--- config.mk ---
export PLATFORM = sky130hd
export DESIGN_NAME = lpi_prio_scanner
export DESIGN_NICKNAME = d
export VERILOG_FILES = /design/src/rtl/lpi_scan_pkg.sv /design/src/rtl/lpi_cfg_decode.sv /design/src/rtl/lpi_bit_picker.sv /design/src/rtl/lpi_best_tracker.sv /design/src/rtl/lpi_prio_scanner.sv
export SDC_FILE = /design/constraint.sdc
export NUM_CORES = 1
export LEC_CHECK = 0
export BUFFER_PORTS_ARGS = -buffer_cell sky130_fd_sc_hd__buf_4
export CORE_UTILIZATION = 62
export CTS_BUF_LIST = sky130_fd_sc_hd__clkbuf_4
export DETAILED_ROUTE_END_ITERATION = 7
export PLACE_DENSITY = 0.86
export SLEW_MARGIN = 20
export SYNTH_ARGS = -nofsm -noshare
export SYNTH_HDL_FRONTEND = slang
export SYNTH_SLANG_ARGS = --single-unit
export TNS_END_PERCENT = 20
--- constraint.sdc ---
create_clock -name clk -period 6.7 [get_ports clk]
set_input_delay 0.335 -clock clk [delete_from_list [all_inputs] [get_ports clk]]
set_output_delay 0.335 -clock clk [all_outputs]
set_load 0.01 [all_outputs]
--- src/rtl/lpi_scan_pkg.sv ---
package lpi_scan_pkg;
  typedef enum logic [2:0] {
    ST_IDLE,
    ST_PEND_RD,
    ST_PEND_BIT,
    ST_CFG_RD,
    ST_UPD_RD,
    ST_UPD_WR
  } scan_state_e;

  localparam logic [7:0] PRIO_NONE = 8'hFF;
  localparam logic [1:0] GRP_NONE  = 2'b00;
  localparam logic [1:0] GRP_NS1   = 2'b10;
endpackage

--- src/rtl/lpi_cfg_decode.sv ---
module lpi_cfg_decode #(
  parameter logic [7:0] PRIO_MASK = 8'hFC
) (
  input  logic [7:0] cfg_byte,
  input  logic       sec_off,
  output logic       enabled,
  output logic [7:0] prio
);
  logic [7:0] masked;

  always_comb begin
    masked  = cfg_byte & PRIO_MASK;
    enabled = cfg_byte[0];
    // two views of the same field
    if (sec_off) prio = masked;
    else         prio = 8'h80 | (masked >> 1);
  end
endmodule

--- src/rtl/lpi_bit_picker.sv ---
module lpi_bit_picker #(
  parameter int W = 8,
  localparam int IDX_W = $clog2(W)
) (
  input  logic [W-1:0]     vec,
  output logic             any,
  output logic [IDX_W-1:0] idx,
  output logic [W-1:0]     rest
);
  always_comb begin
    any = 1'b0;
    idx = '0;
    // lowest set bit wins
    for (int i = W - 1; i >= 0; i--) begin
      if (vec[i]) begin
        any = 1'b1;
        idx = IDX_W'(i);
      end
    end
    rest = vec & (vec - 1'b1);
  end
endmodule

--- src/rtl/lpi_best_tracker.sv ---
module lpi_best_tracker #(
  parameter int ID_W = 15
) (
  input  logic            clk,
  input  logic            rst_n,
  input  logic            clr,
  input  logic            offer,
  input  logic [ID_W-1:0] offer_id,
  input  logic [7:0]      offer_prio,
  output logic [ID_W-1:0] best_id,
  output logic [7:0]      best_prio
);
  import lpi_scan_pkg::*;

  logic wins;

  // lower priority value wins, ties go to the lower or equal ID
  always_comb
    wins = (offer_prio < best_prio) ||
           ((offer_prio == best_prio) && (offer_id <= best_id));

  always_ff @(posedge clk) begin
    if (!rst_n || clr) begin
      best_prio <= PRIO_NONE;
      best_id   <= '1;
    end else if (offer && wins) begin
      best_prio <= offer_prio;
      best_id   <= offer_id;
    end
  end
endmodule

--- src/rtl/lpi_prio_scanner.sv ---
module lpi_prio_scanner #(
  parameter int         ADDR_W     = 32,
  parameter int         MAX_IDBITS = 14,
  parameter int         FIRST_ID   = 8192,
  parameter logic [7:0] PRIO_MASK  = 8'hFC,
  localparam int        ID_W       = MAX_IDBITS + 1,
  localparam int        BYTE_W     = ID_W - 3
) (
  input  logic              clk,
  input  logic              rst_n,
  input  logic              lpi_en,
  input  logic              sec_off,
  input  logic [ADDR_W-1:0] prop_base,
  input  logic [ADDR_W-1:0] pend_base,
  input  logic [4:0]        id_bits_cfg,
  input  logic              req_valid,
  output logic              req_ready,
  input  logic [ID_W-1:0]   req_id,
  input  logic              req_set,
  output logic              mem_req,
  output logic              mem_we,
  output logic [ADDR_W-1:0] mem_addr,
  output logic [7:0]        mem_wdata,
  input  logic              mem_ack,
  input  logic [7:0]        mem_rdata,
  output logic              busy,
  output logic              best_valid,
  output logic [ID_W-1:0]   best_id,
  output logic [7:0]        best_prio,
  output logic [1:0]        best_group
);
  import lpi_scan_pkg::*;

  localparam int FIRST_BYTE = FIRST_ID / 8;

  scan_state_e       state;
  logic [BYTE_W-1:0] byte_idx;
  logic [7:0]        byte_q;
  logic [ID_W-1:0]   cur_id;
  logic              upd_set;
  logic              scan_mode;
  logic              en_q;
  logic              rescan_pend;

  logic              eff_en;
  logic [4:0]        idb_eff;
  logic [31:0]       tbl_ids;
  logic [31:0]       last_id;
  logic [31:0]       last_byte;
  logic              scan_empty;
  logic              req_in_range;
  logic              start_idle;
  logic              start_clr;
  logic              trk_clr;
  logic              trk_offer;
  logic              cfg_en;
  logic [7:0]        cfg_prio;
  logic              pick_any;
  logic [2:0]        pick_idx;
  logic [7:0]        pick_rest;
  logic [7:0]        upd_mask;
  logic              upd_bit;

  // activity gate and table extent
  always_comb begin
    eff_en     = lpi_en && (|prop_base) && (|pend_base);
    idb_eff    = ({27'd0, id_bits_cfg} > 32'(MAX_IDBITS)) ? 5'(MAX_IDBITS) : id_bits_cfg;
    tbl_ids    = 32'd1 << ({27'd0, idb_eff} + 32'd1);
    last_id    = tbl_ids - 32'd1;
    last_byte  = (tbl_ids >> 3) - 32'd1;
    scan_empty = (tbl_ids >> 3) <= 32'(FIRST_BYTE);
    // range test on the request ID
    req_in_range = ({{(32-ID_W){1'b0}}, req_id} >= 32'(FIRST_ID)) &&
                   ({{(32-ID_W){1'b0}}, req_id} <= last_id);
    upd_mask   = 8'd1 << cur_id[2:0];
    upd_bit    = mem_rdata[cur_id[2:0]];
  end

  always_comb begin
    req_ready  = (state == ST_IDLE) && !(rescan_pend && eff_en);
    start_idle = (state == ST_IDLE) && rescan_pend && eff_en;
    // clear of the current best forces a rescan
    start_clr  = (state == ST_UPD_WR) && mem_ack && !upd_set &&
                 best_valid && (cur_id == best_id);
    trk_clr    = start_idle || start_clr;
    trk_offer  = (state == ST_CFG_RD) && mem_ack && cfg_en;
  end

  lpi_bit_picker #(.W(8)) u_pick (
    .vec  (byte_q),
    .any  (pick_any),
    .idx  (pick_idx),
    .rest (pick_rest)
  );

  lpi_cfg_decode #(.PRIO_MASK(PRIO_MASK)) u_dec (
    .cfg_byte (mem_rdata),
    .sec_off  (sec_off),
    .enabled  (cfg_en),
    .prio     (cfg_prio)
  );

  lpi_best_tracker #(.ID_W(ID_W)) u_best (
    .clk        (clk),
    .rst_n      (rst_n),
    .clr        (trk_clr),
    .offer      (trk_offer),
    .offer_id   (cur_id),
    .offer_prio (cfg_prio),
    .best_id    (best_id),
    .best_prio  (best_prio)
  );

  // memory port driven from state only
  always_comb begin
    mem_req   = 1'b0;
    mem_we    = 1'b0;
    mem_addr  = '0;
    mem_wdata = 8'h00;
    unique case (state)
      ST_PEND_RD: begin
        mem_req  = 1'b1;
        mem_addr = pend_base + ADDR_W'(byte_idx);
      end
      ST_CFG_RD: begin
        mem_req  = 1'b1;
        mem_addr = prop_base + ADDR_W'(cur_id - ID_W'(FIRST_ID));
      end
      ST_UPD_RD: begin
        mem_req  = 1'b1;
        mem_addr = pend_base + ADDR_W'(cur_id[ID_W-1:3]);
      end
      ST_UPD_WR: begin
        mem_req   = 1'b1;
        mem_we    = 1'b1;
        mem_addr  = pend_base + ADDR_W'(cur_id[ID_W-1:3]);
        mem_wdata = byte_q;
      end
      default: ;
    endcase
  end

  always_ff @(posedge clk) begin
    if (!rst_n) begin
      state       <= ST_IDLE;
      byte_idx    <= '0;
      byte_q      <= 8'h00;
      cur_id      <= '0;
      upd_set     <= 1'b0;
      scan_mode   <= 1'b0;
      en_q        <= 1'b0;
      rescan_pend <= 1'b0;
    end else begin
      en_q <= eff_en;
      // a rise of the activity gate books one full scan
      if (eff_en && !en_q)  rescan_pend <= 1'b1;
      else if (start_idle)  rescan_pend <= 1'b0;

      unique case (state)
        ST_IDLE: begin
          if (start_idle) begin
            byte_idx <= BYTE_W'(FIRST_BYTE);
            state    <= scan_empty ? ST_IDLE : ST_PEND_RD;
          end else if (req_valid && eff_en && req_in_range) begin
            cur_id  <= req_id;
            upd_set <= req_set;
            state   <= ST_UPD_RD;
          end
        end
        ST_PEND_RD: begin
          if (mem_ack) begin
            byte_q <= mem_rdata;
            state  <= ST_PEND_BIT;
          end
        end
        ST_PEND_BIT: begin
          if (pick_any) begin
            cur_id    <= {byte_idx, pick_idx};
            byte_q    <= pick_rest;
            scan_mode <= 1'b1;
            state     <= ST_CFG_RD;
          end else if ({{(32-BYTE_W){1'b0}}, byte_idx} == last_byte) begin
            state <= ST_IDLE;
          end else begin
            byte_idx <= byte_idx + 1'b1;
            state    <= ST_PEND_RD;
          end
        end
        ST_CFG_RD: begin
          if (mem_ack) state <= scan_mode ? ST_PEND_BIT : ST_IDLE;
        end
        ST_UPD_RD: begin
          if (mem_ack) begin
            // write back only on a real change
            if (upd_bit == upd_set) begin
              state <= ST_IDLE;
            end else begin
              byte_q <= upd_set ? (mem_rdata | upd_mask) : (mem_rdata & ~upd_mask);
              state  <= ST_UPD_WR;
            end
          end
        end
        ST_UPD_WR: begin
          if (mem_ack) begin
            if (upd_set) begin
              // only the new ID is compared
              scan_mode <= 1'b0;
              state     <= ST_CFG_RD;
            end else if (start_clr) begin
              byte_idx <= BYTE_W'(FIRST_BYTE);
              state    <= ST_PEND_RD;
            end else begin
              state <= ST_IDLE;
            end
          end
        end
        default: state <= ST_IDLE;
      endcase
    end
  end

  // result flags
  always_comb begin
    busy       = (state != ST_IDLE);
    best_valid = (best_prio != PRIO_NONE);
    best_group = best_valid ? GRP_NS1 : GRP_NONE;
  end
endmodule

==> results of run 1 <==
## cells by family (layout without fill, tap and decap cells)
family,count (synthesis),after routing
simple gates,396,396
compound gates,344,344
buf+inv,111,240
fa+ha+maj,86,86
xor+xnor,72,72
flops,65,65
mux,13,13
other cells,2,3
## state kept, by name (all words and copies together), names as in the netlist
name and cells:
cur_id 15, u_best.best_id 15, byte_idx 12, byte_q 8, u_best.best_prio 8, state 3, en_q 1, rescan_pend 1
scan_mode 1, upd_set 1
## power groups by stage
stage / sequential [mW] / clock, mW / combinational [mW]
after floorplan: 0.433 / 0 / 0.546
after global placement: 0.453 / 0 / 0.783
after detailed placement: 0.454 / 0 / 0.799
after CTS: 0.445 / 0.285 / 0.803
after global routing: 0.451 / 0.303 / 0.892
final: 0.449 / 0.285 / 0.823
## worst min path at each step
stage / end / cells after the start / slack, ns / from
floorplan: byte_q[2] / 2 / 0.48 / byte_q[2]
detailed placement: u_best.best_id[11] / 2 / 0.49 / u_best.best_id[11]
global route: upd_set / 3 / 0.16 / req_set
finish: upd_set / 3 / 0.15 / req_set
global placement: u_best.best_id[4] / 2 / 0.48 / u_best.best_id[4]
CTS: upd_set / 3 / 0.14 / req_set
## synth_stat cells, types with 13 or more instances
| cell | count | area, um2 |
|---|---|---|
| xnor2_1 | 34 | 298 |
| nand2_1 | 113 | 424 |
| inv_1 | 51 | 191 |
| a21o_1 | 25 | 188 |
| ha_1 | 84 | 1050 |
| nor2b_1 | 24 | 150 |
| o22ai_1 | 29 | 181 |
| nor4_1 | 20 | 125 |
| nor3_1 | 20 | 100 |
| dfxtp_1 | 65 | 1300 |
| a31oi_1 | 25 | 156 |
| o21a_1 | 13 | 97.6 |
| a21oi_1 | 65 | 325 |
| xor2_1 | 38 | 333 |
| nand3_1 | 53 | 265 |
| o21ai_0 | 57 | 285 |
| and3_1 | 19 | 119 |
| nand2b_1 | 17 | 106 |
| nor2_1 | 67 | 251 |
| clkbuf_1 | 48 | 180 |
| nand4_1 | 17 | 106 |
| o211a_1 | 18 | 180 |
| a211oi_1 | 27 | 203 |
## per-layer routing
metal | up-vias | global-route usage | share of wire
met5 | - | 0 | 0
met2 | 476 | 0.625 | 0.46
met3 | 64 | 0.0564 | 0.091
met4 | 0 | 0.123 | 0.025
met1 | 4153 | 0.509 | 0.43
li1 | 4299 | - | -
## critical path, cell delays in order, from the launching register on
cell and delay (ns):
dfxtp_1 0.58, nor2b_1 0.90, nand2_1 0.11, nand2_1 0.09
ha_1 0.25, nor2b_1 0.15, o21a_1 0.18, o21a_1 0.22
o311a_1 0.36, o31a_1 0.31, o21bai_1 0.50, nor3_1 0.15
xnor2_1 0.15, o32ai_1 0.14, buf_4 0.18
## area by class of cell
type,instances,area [um2]
fillers,1017,2900
well taps,168,210
inverters,51,191
repair buffers,173,1300
clock inverters,7,77.6
clock buffers,9,67.6
multi-input cells,914,6220
flip-flops and latches,65,1300
## stage by stage
step	utilization	instance area [um2]	total power [mW]	hold slack, ns
4_1_cts	0.763	9350	1.53	0.137
2_1_floorplan	-	7950	0.979	0.477
3_3_place_gp	0.751	9210	1.24	0.484
6_report	0.764	9360	1.56	0.152
3_5_place_dp	0.751	9210	1.25	0.492
5_1_grt	0.764	9360	1.65	0.164
==> impl_metrics.prom, run 1 <==
# TYPE chip_impl_metric gauge
chip_impl_info{name="outcome",value="complete, no violations"} 1
chip_impl_metric{name="yosys.area_share.adder",unit=""} 0.137
chip_impl_metric{name="async_flop_share",unit=""} 0
chip_impl_info{name="clock_tree.root_cell",value="clkbuf_4"} 1
chip_impl_metric{name="dp.final_hpwl",unit="um"} 19700
chip_impl_metric{name="synth_compound_area_frac",unit=""} 0.292
chip_impl_metric{name="final_antenna_net_count",unit=""} 0
chip_impl_metric{name="num_rows",unit=""} 40
chip_impl_info{name="timing.rr.end",value="u_best.best_id[10]"} 1
chip_impl_metric{name="fin_tns_setup",unit="ns"} 0
chip_impl_metric{name="cell_internal_pwr",unit="uW"} 867
chip_impl_metric{name="cts_buffers",unit=""} 9
chip_impl_metric{name="cts.repair.resized",unit=""} 0
chip_impl_metric{name="fin_crit_sh",unit=""} 0.757
chip_impl_metric{name="p_sw",unit="uW"} 690
chip_impl_metric{name="average_routed_wire_per_standard_cell",unit="um"} 18.4
chip_impl_metric{name="die_width",unit="um"} 115
chip_impl_metric{name="share_clk_of_total_power",unit=""} 0.183
chip_impl_metric{name="synthesis.instances",unit=""} 1089
chip_impl_metric{name="max-slew-margin-rel",unit=""} 0.305
chip_impl_metric{name="yosysWarnings",unit=""} 0
chip_impl_metric{name="die_y",unit="um"} 115
chip_impl_metric{name="max_cap_violations",unit=""} 0
chip_impl_metric{name="grt_first_pass_wirelength",unit="um"} 40000
chip_impl_metric{name="io_pins",unit=""} 169
chip_impl_info{name="layout_common_cells",value="buf_4 (173), nand2_1 (113), ha_1 (84), nor2_1 (67), dfxtp_1 (65)"} 1
chip_impl_metric{name="critPathArrivalTime",unit="ns"} 4.74
chip_impl_metric{name="share_seq_of_total_power",unit=""} 0.288
chip_impl_metric{name="hold_buffers",unit=""} 0
chip_impl_metric{name="cellLeakagePower",unit="nW"} 4.50
chip_impl_info{name="rsz0062_at_grt",value="no"} 1
chip_impl_metric{name="grtUsageTotal",unit=""} 0.380
chip_impl_metric{name="maxSlewViolCount",unit=""} 0
chip_impl_metric{name="detail_route.wirelength",unit="um"} 25500
chip_impl_metric{name="reg2reg_setup_slack",unit="ns"} 2.86
chip_impl_metric{name="crit_path_max_fanout",unit=""} 25
chip_impl_metric{name="routabilityCongestion",unit=""} 0.990
chip_impl_metric{name="grt_pass1_vias",unit=""} 8164
chip_impl_metric{name="power_density",unit="mW/mm2"} 166
chip_impl_info{name="main_combinational_cell_family_by_area_after_synthesis",value="compound AO/OA/AOI/OAI gates"} 1
chip_impl_metric{name="routed-via-count",unit=""} 8992
chip_impl_info{name="worst-setup-path-type",value="flip-flop to output port"} 1
chip_impl_info{name="hp-class",value="input pin to flip-flop"} 1
chip_impl_metric{name="cts.sinks",unit=""} 65
chip_impl_metric{name="yosys.area_share.simple",unit=""} 0.250
chip_impl_metric{name="crit_required",unit="ns"} 6.36
chip_impl_metric{name="die_area",unit="mm2"} 0.0133
chip_impl_metric{name="synth_edf_count",unit=""} 0
chip_impl_info{name="crit_path_start",value="state[1]"} 1
chip_impl_info{name="worstSetupEndpointType",value="output port"} 1
chip_impl_metric{name="ir_worst_vdd",unit="V"} 0.000165
chip_impl_metric{name="via_per_inst",unit=""} 6.48
chip_impl_metric{name="finalClockSkew",unit="ns"} 0.0289
chip_impl_metric{name="finish.cell_count_without_fillers",unit=""} 1387
chip_impl_metric{name="design.core.area",unit="mm2"} 0.0123
chip_impl_metric{name="worst-r2r-cell-count",unit=""} 7
chip_impl_metric{name="worst_setup_hold_path_clk_slew",unit="ns"} 0.14
chip_impl_metric{name="placement.setup.worst_slack",unit="ns"} 1.98
chip_impl_info{name="reg2reg_from",value="state[1]"} 1
chip_impl_metric{name="grt_overflow",unit=""} 0
chip_impl_metric{name="drt_iter0_drc",unit=""} 1095
chip_impl_metric{name="synth_mux_area_frac",unit=""} 0.0205
chip_impl_metric{name="setup_violations",unit=""} 0
chip_impl_metric{name="netlist-cell-type-count",unit=""} 77
chip_impl_metric{name="swShare",unit=""} 0.443
chip_impl_metric{name="period_needed",unit="ns"} 5.08
chip_impl_metric{name="clock_insertion_delay_worst_skew",unit="ns"} 0.43
chip_impl_info{name="start_kind",value="flip-flop"} 1
chip_impl_metric{name="n_antenna_cell",unit=""} 0
chip_impl_metric{name="cts-root-to-sink-buffers",unit=""} 2
chip_impl_metric{name="antenna_violations_before_repair",unit=""} 0
chip_impl_metric{name="post_route_cells_drive_above_1_share",unit=""} 0.172
chip_impl_metric{name="maxClockFrequency",unit="MHz"} 197
chip_impl_metric{name="area_overhead_vs_synth",unit="%"} 17.9
chip_impl_metric{name="pin_count_of_the_biggest_net_entering_global_routing",unit=""} 38
chip_impl_metric{name="initial_core_util",unit=""} 0.648
chip_impl_metric{name="portBuffers",unit=""} 167
chip_impl_metric{name="final_hold_viol_count",unit=""} 0
chip_impl_info{name="crit_path_end",value="mem_addr[22]"} 1
chip_impl_metric{name="synth-xor-area-share",unit=""} 0.0794
chip_impl_metric{name="fin_nets",unit=""} 1399
chip_impl_metric{name="combPwrFrac",unit=""} 0.529
chip_impl_metric{name="synth_area_per_cell",unit="um2"} 7.29
chip_impl_metric{name="flip_flop_and_latch_count_after_synthesis",unit=""} 65
chip_impl_metric{name="worst_slew_pin_slew",unit="ns"} 1.04
chip_impl_metric{name="final_critical_path_setup_slack",unit="ns"} 1.63
chip_impl_metric{name="ctsHtreeMaxLevel",unit=""} 3
chip_impl_metric{name="detailedRoute.firstPassIterationCount",unit=""} 6
chip_impl_info{name="final_common_cell",value="buf_4"} 1
chip_impl_info{name="ys_dominant_reg_cell",value="dfxtp_1"} 1
chip_impl_metric{name="postCtsSetupBuffers",unit=""} 0
chip_impl_metric{name="synth.yosys.seq_area_share",unit=""} 0.164
chip_impl_metric{name="post-route-drc-count",unit=""} 0
chip_impl_metric{name="placed_cells",unit=""} 1371
chip_impl_info{name="tritoncts",value="done"} 1
chip_impl_metric{name="mappedNetlistArea",unit="mm2"} 0.00794
Note: power is estimated with default switching activity, not from simulation.
==> run 2: changes to the inputs <==
CORE_UTILIZATION = 52   (was 62)
PLACE_DENSITY = 0.77   (was 0.86)
clock period = 4.6 ns   (was 6.7 ns; I/O delays follow)
==> impl_metrics.prom, run 2 (synthesis results as in run 1) <==
# TYPE chip_impl_metric gauge
chip_impl_metric{name="fin_worst_hold_slack",unit="ns"} 0.0732
chip_impl_metric{name="antenna_violations_before_repair",unit=""} 0
chip_impl_metric{name="die_width",unit="um"} 126
chip_impl_metric{name="fin_nets",unit=""} 1410
chip_impl_metric{name="grtUsageTotal",unit=""} 0.314
chip_impl_metric{name="cts_buffers",unit=""} 9
chip_impl_metric{name="num_rows",unit=""} 44
chip_impl_info{name="layout_top_registers",value="cur_id (15), u_best.best_id (15), byte_idx (12)"} 1
chip_impl_metric{name="hold_buffers",unit=""} 0
chip_impl_info{name="worstSetupEndpointType",value="output port"} 1
chip_impl_metric{name="post_route_cells_drive_above_1_share",unit=""} 0.180
chip_impl_info{name="clock_tree.root_cell",value="clkbuf_4"} 1
chip_impl_metric{name="grt_first_pass_wirelength",unit="um"} 40300
chip_impl_metric{name="routed-via-count",unit=""} 8951
chip_impl_metric{name="die_area",unit="mm2"} 0.0158
chip_impl_metric{name="pin_count_of_the_biggest_net_entering_global_routing",unit=""} 39
chip_impl_metric{name="crit_path_max_fanout",unit=""} 13
chip_impl_metric{name="drt_iter0_drc",unit=""} 935
chip_impl_metric{name="ctsHtreeMaxLevel",unit=""} 3
chip_impl_metric{name="fin_crit_sh",unit=""} 0.905
chip_impl_metric{name="cellLeakagePower",unit="nW"} 4.56
chip_impl_info{name="start_kind",value="flip-flop"} 1
chip_impl_metric{name="detailedRoute.firstPassIterationCount",unit=""} 8
chip_impl_metric{name="cts-root-to-sink-buffers",unit=""} 2
chip_impl_metric{name="detail_route.wirelength",unit="um"} 25700
chip_impl_metric{name="routabilityCongestion",unit=""} 1.01
chip_impl_metric{name="final_antenna_net_count",unit=""} 0
chip_impl_metric{name="io_pins",unit=""} 169
chip_impl_metric{name="final_hold_viol_count",unit=""} 0
chip_impl_metric{name="design.core.area",unit="mm2"} 0.0147
chip_impl_info{name="final_common_cell",value="buf_4"} 1
chip_impl_metric{name="power_density",unit="mW/mm2"} 244
chip_impl_metric{name="placed_cell_area",unit="mm2"} 0.00931
chip_impl_metric{name="crit_required",unit="ns"} 4.37
chip_impl_metric{name="final_design_area_no_fill",unit="mm2"} 0.00947
chip_impl_metric{name="setup_violations",unit=""} 0
chip_impl_metric{name="worst_slew_pin_slew",unit="ns"} 1.14
chip_impl_metric{name="finish.cell_count_without_fillers",unit=""} 1414
chip_impl_metric{name="max_cap_violations",unit=""} 0
chip_impl_metric{name="via_per_inst",unit=""} 6.33
chip_impl_metric{name="portBuffers",unit=""} 167
chip_impl_metric{name="max-slew-margin-rel",unit=""} 0.242
chip_impl_metric{name="dp.final_hpwl",unit="um"} 20100
chip_impl_metric{name="critical-path-max-stage-delay",unit="ns"} 0.48
chip_impl_metric{name="grt_pass1_vias",unit=""} 7930
chip_impl_metric{name="die_y",unit="um"} 126
chip_impl_metric{name="fin_tns_setup",unit="ns"} 0
chip_impl_metric{name="ir_worst_vdd",unit="V"} 0.000165
chip_impl_metric{name="maxClockFrequency",unit="MHz"} 240
chip_impl_metric{name="finalClockSkew",unit="ns"} 0.0193
chip_impl_info{name="rsz0062_at_grt",value="no"} 1
chip_impl_metric{name="cts.sinks",unit=""} 65
chip_impl_metric{name="worst_setup_hold_path_clk_slew",unit="ns"} 0.11
chip_impl_info{name="failed_checks",value="design-rule violations"} 1
chip_impl_metric{name="clock_insertion_delay_worst_skew",unit="ns"} 0.42
chip_impl_metric{name="n_antenna_cell",unit=""} 0
chip_impl_info{name="critical_path.slowest_cell",value="dfxtp_1"} 1
chip_impl_metric{name="initial_core_util",unit=""} 0.540
chip_impl_metric{name="maxSlewViolCount",unit=""} 0
chip_impl_info{name="worstPathCellList",value="nand2b_1 > buf_4 > nand2_1 > nand2_1 > ha_1 > nor2b_1 > o21a_1 > o21a_1 > o311a_1 > o31a_1 > o21bai_2 > nor2_1 > xnor2_1 > o22ai_1 > buf_4"} 1
chip_impl_info{name="outcome",value="finished with violations"} 1
chip_impl_metric{name="critPathArrivalTime",unit="ns"} 3.93
chip_impl_info{name="hp-class",value="input pin to flip-flop"} 1
chip_impl_info{name="layout_common_cells",value="buf_4 (184), nand2_1 (113), ha_1 (84), nor2_1 (67)"} 1
chip_impl_metric{name="post-route-drc-count",unit=""} 12
chip_impl_metric{name="area_overhead_vs_synth",unit="%"} 19.3
chip_impl_metric{name="period_needed",unit="ns"} 4.16
chip_impl_info{name="tritoncts",value="done"} 1
chip_impl_metric{name="placed_cells",unit=""} 1398
chip_impl_metric{name="average_routed_wire_per_standard_cell",unit="um"} 18.2
chip_impl_metric{name="grt_overflow",unit=""} 0
chip_impl_info{name="worst-setup-path-type",value="flip-flop to output port"} 1
==> run 2: worst paths after layout <==
| path | startpoint | endpoint | slack (ns) | cells past startpoint |
|---|---|---|---|---|
| max | state[2] | mem_addr[28] | 0.44 | 15 |
| min | req_set | upd_set | 0.07 | 3 |
| max reg2reg | cur_id[10] | byte_idx[9] | 1.21 | 10 |
| min reg2reg | u_best.best_id[2] | u_best.best_id[2] | 0.51 | 2 |
==> run 2: timing repair <==
item	CTS	global route
resized for setup	0	1
setup buffers	0	0
endpoints found under the hold margin	0	0
setup endpoints to repair	0	6
==> run 2: routing by layer <==
layer	global-route usage	share of wire	vias up
met5	0	0	-
met2	0.479	0.43	445
met1	0.458	0.46	4136
met3	0.0372	0.078	55
met4	0.0990	0.026	0
li1	-	-	4315
==> run 2: cell type report <==
cell class                 count  area (um2)
multi-input combinational    914        6210
clock inverter                 6        82.6
tap                          184         230
clock buffer                  10        75.1
sequential                    65        1300
fill                        1338        5230
inverter                      51         191
timing repair buffer         184        1380
==> run 2: metrics by stage <==
stage / power (mW) / setup WS [ns] / util
after floorplan: 1.43 / 0.800 / -
after global placement: 1.83 / 0.671 / 0.633
after detailed placement: 1.84 / 0.504 / 0.633
after CTS: 2.28 / 0.273 / 0.644
after global routing: 2.45 / 0.167 / 0.644
final: 2.31 / 0.436 / 0.644
==> run 2: power by group <==
part / leakage, nW / internal [mW] / total, mW / switching (mW)
registers: 0.527 / 0.591 / 0.644 / 0.0528
logic: 3.95 / 0.511 / 1.22 / 0.708
clock network: 0.0878 / 0.224 / 0.444 / 0.220
total: 4.56 / 1.33 / 2.31 / 0.981
==> run 2: worst max-delay path, delay by kind of cell (launching register included) <==
family | cells | cell delay [ns]
buffers and inverters | 2 | 0.41
xor gates and xnor gates | 1 | 0.14
adders and majority gates | 1 | 0.32
AOI/OAI and AO/OA | 6 | 1.55
and+or+nand+nor | 5 | 0.62
DFF | 1 | 0.48
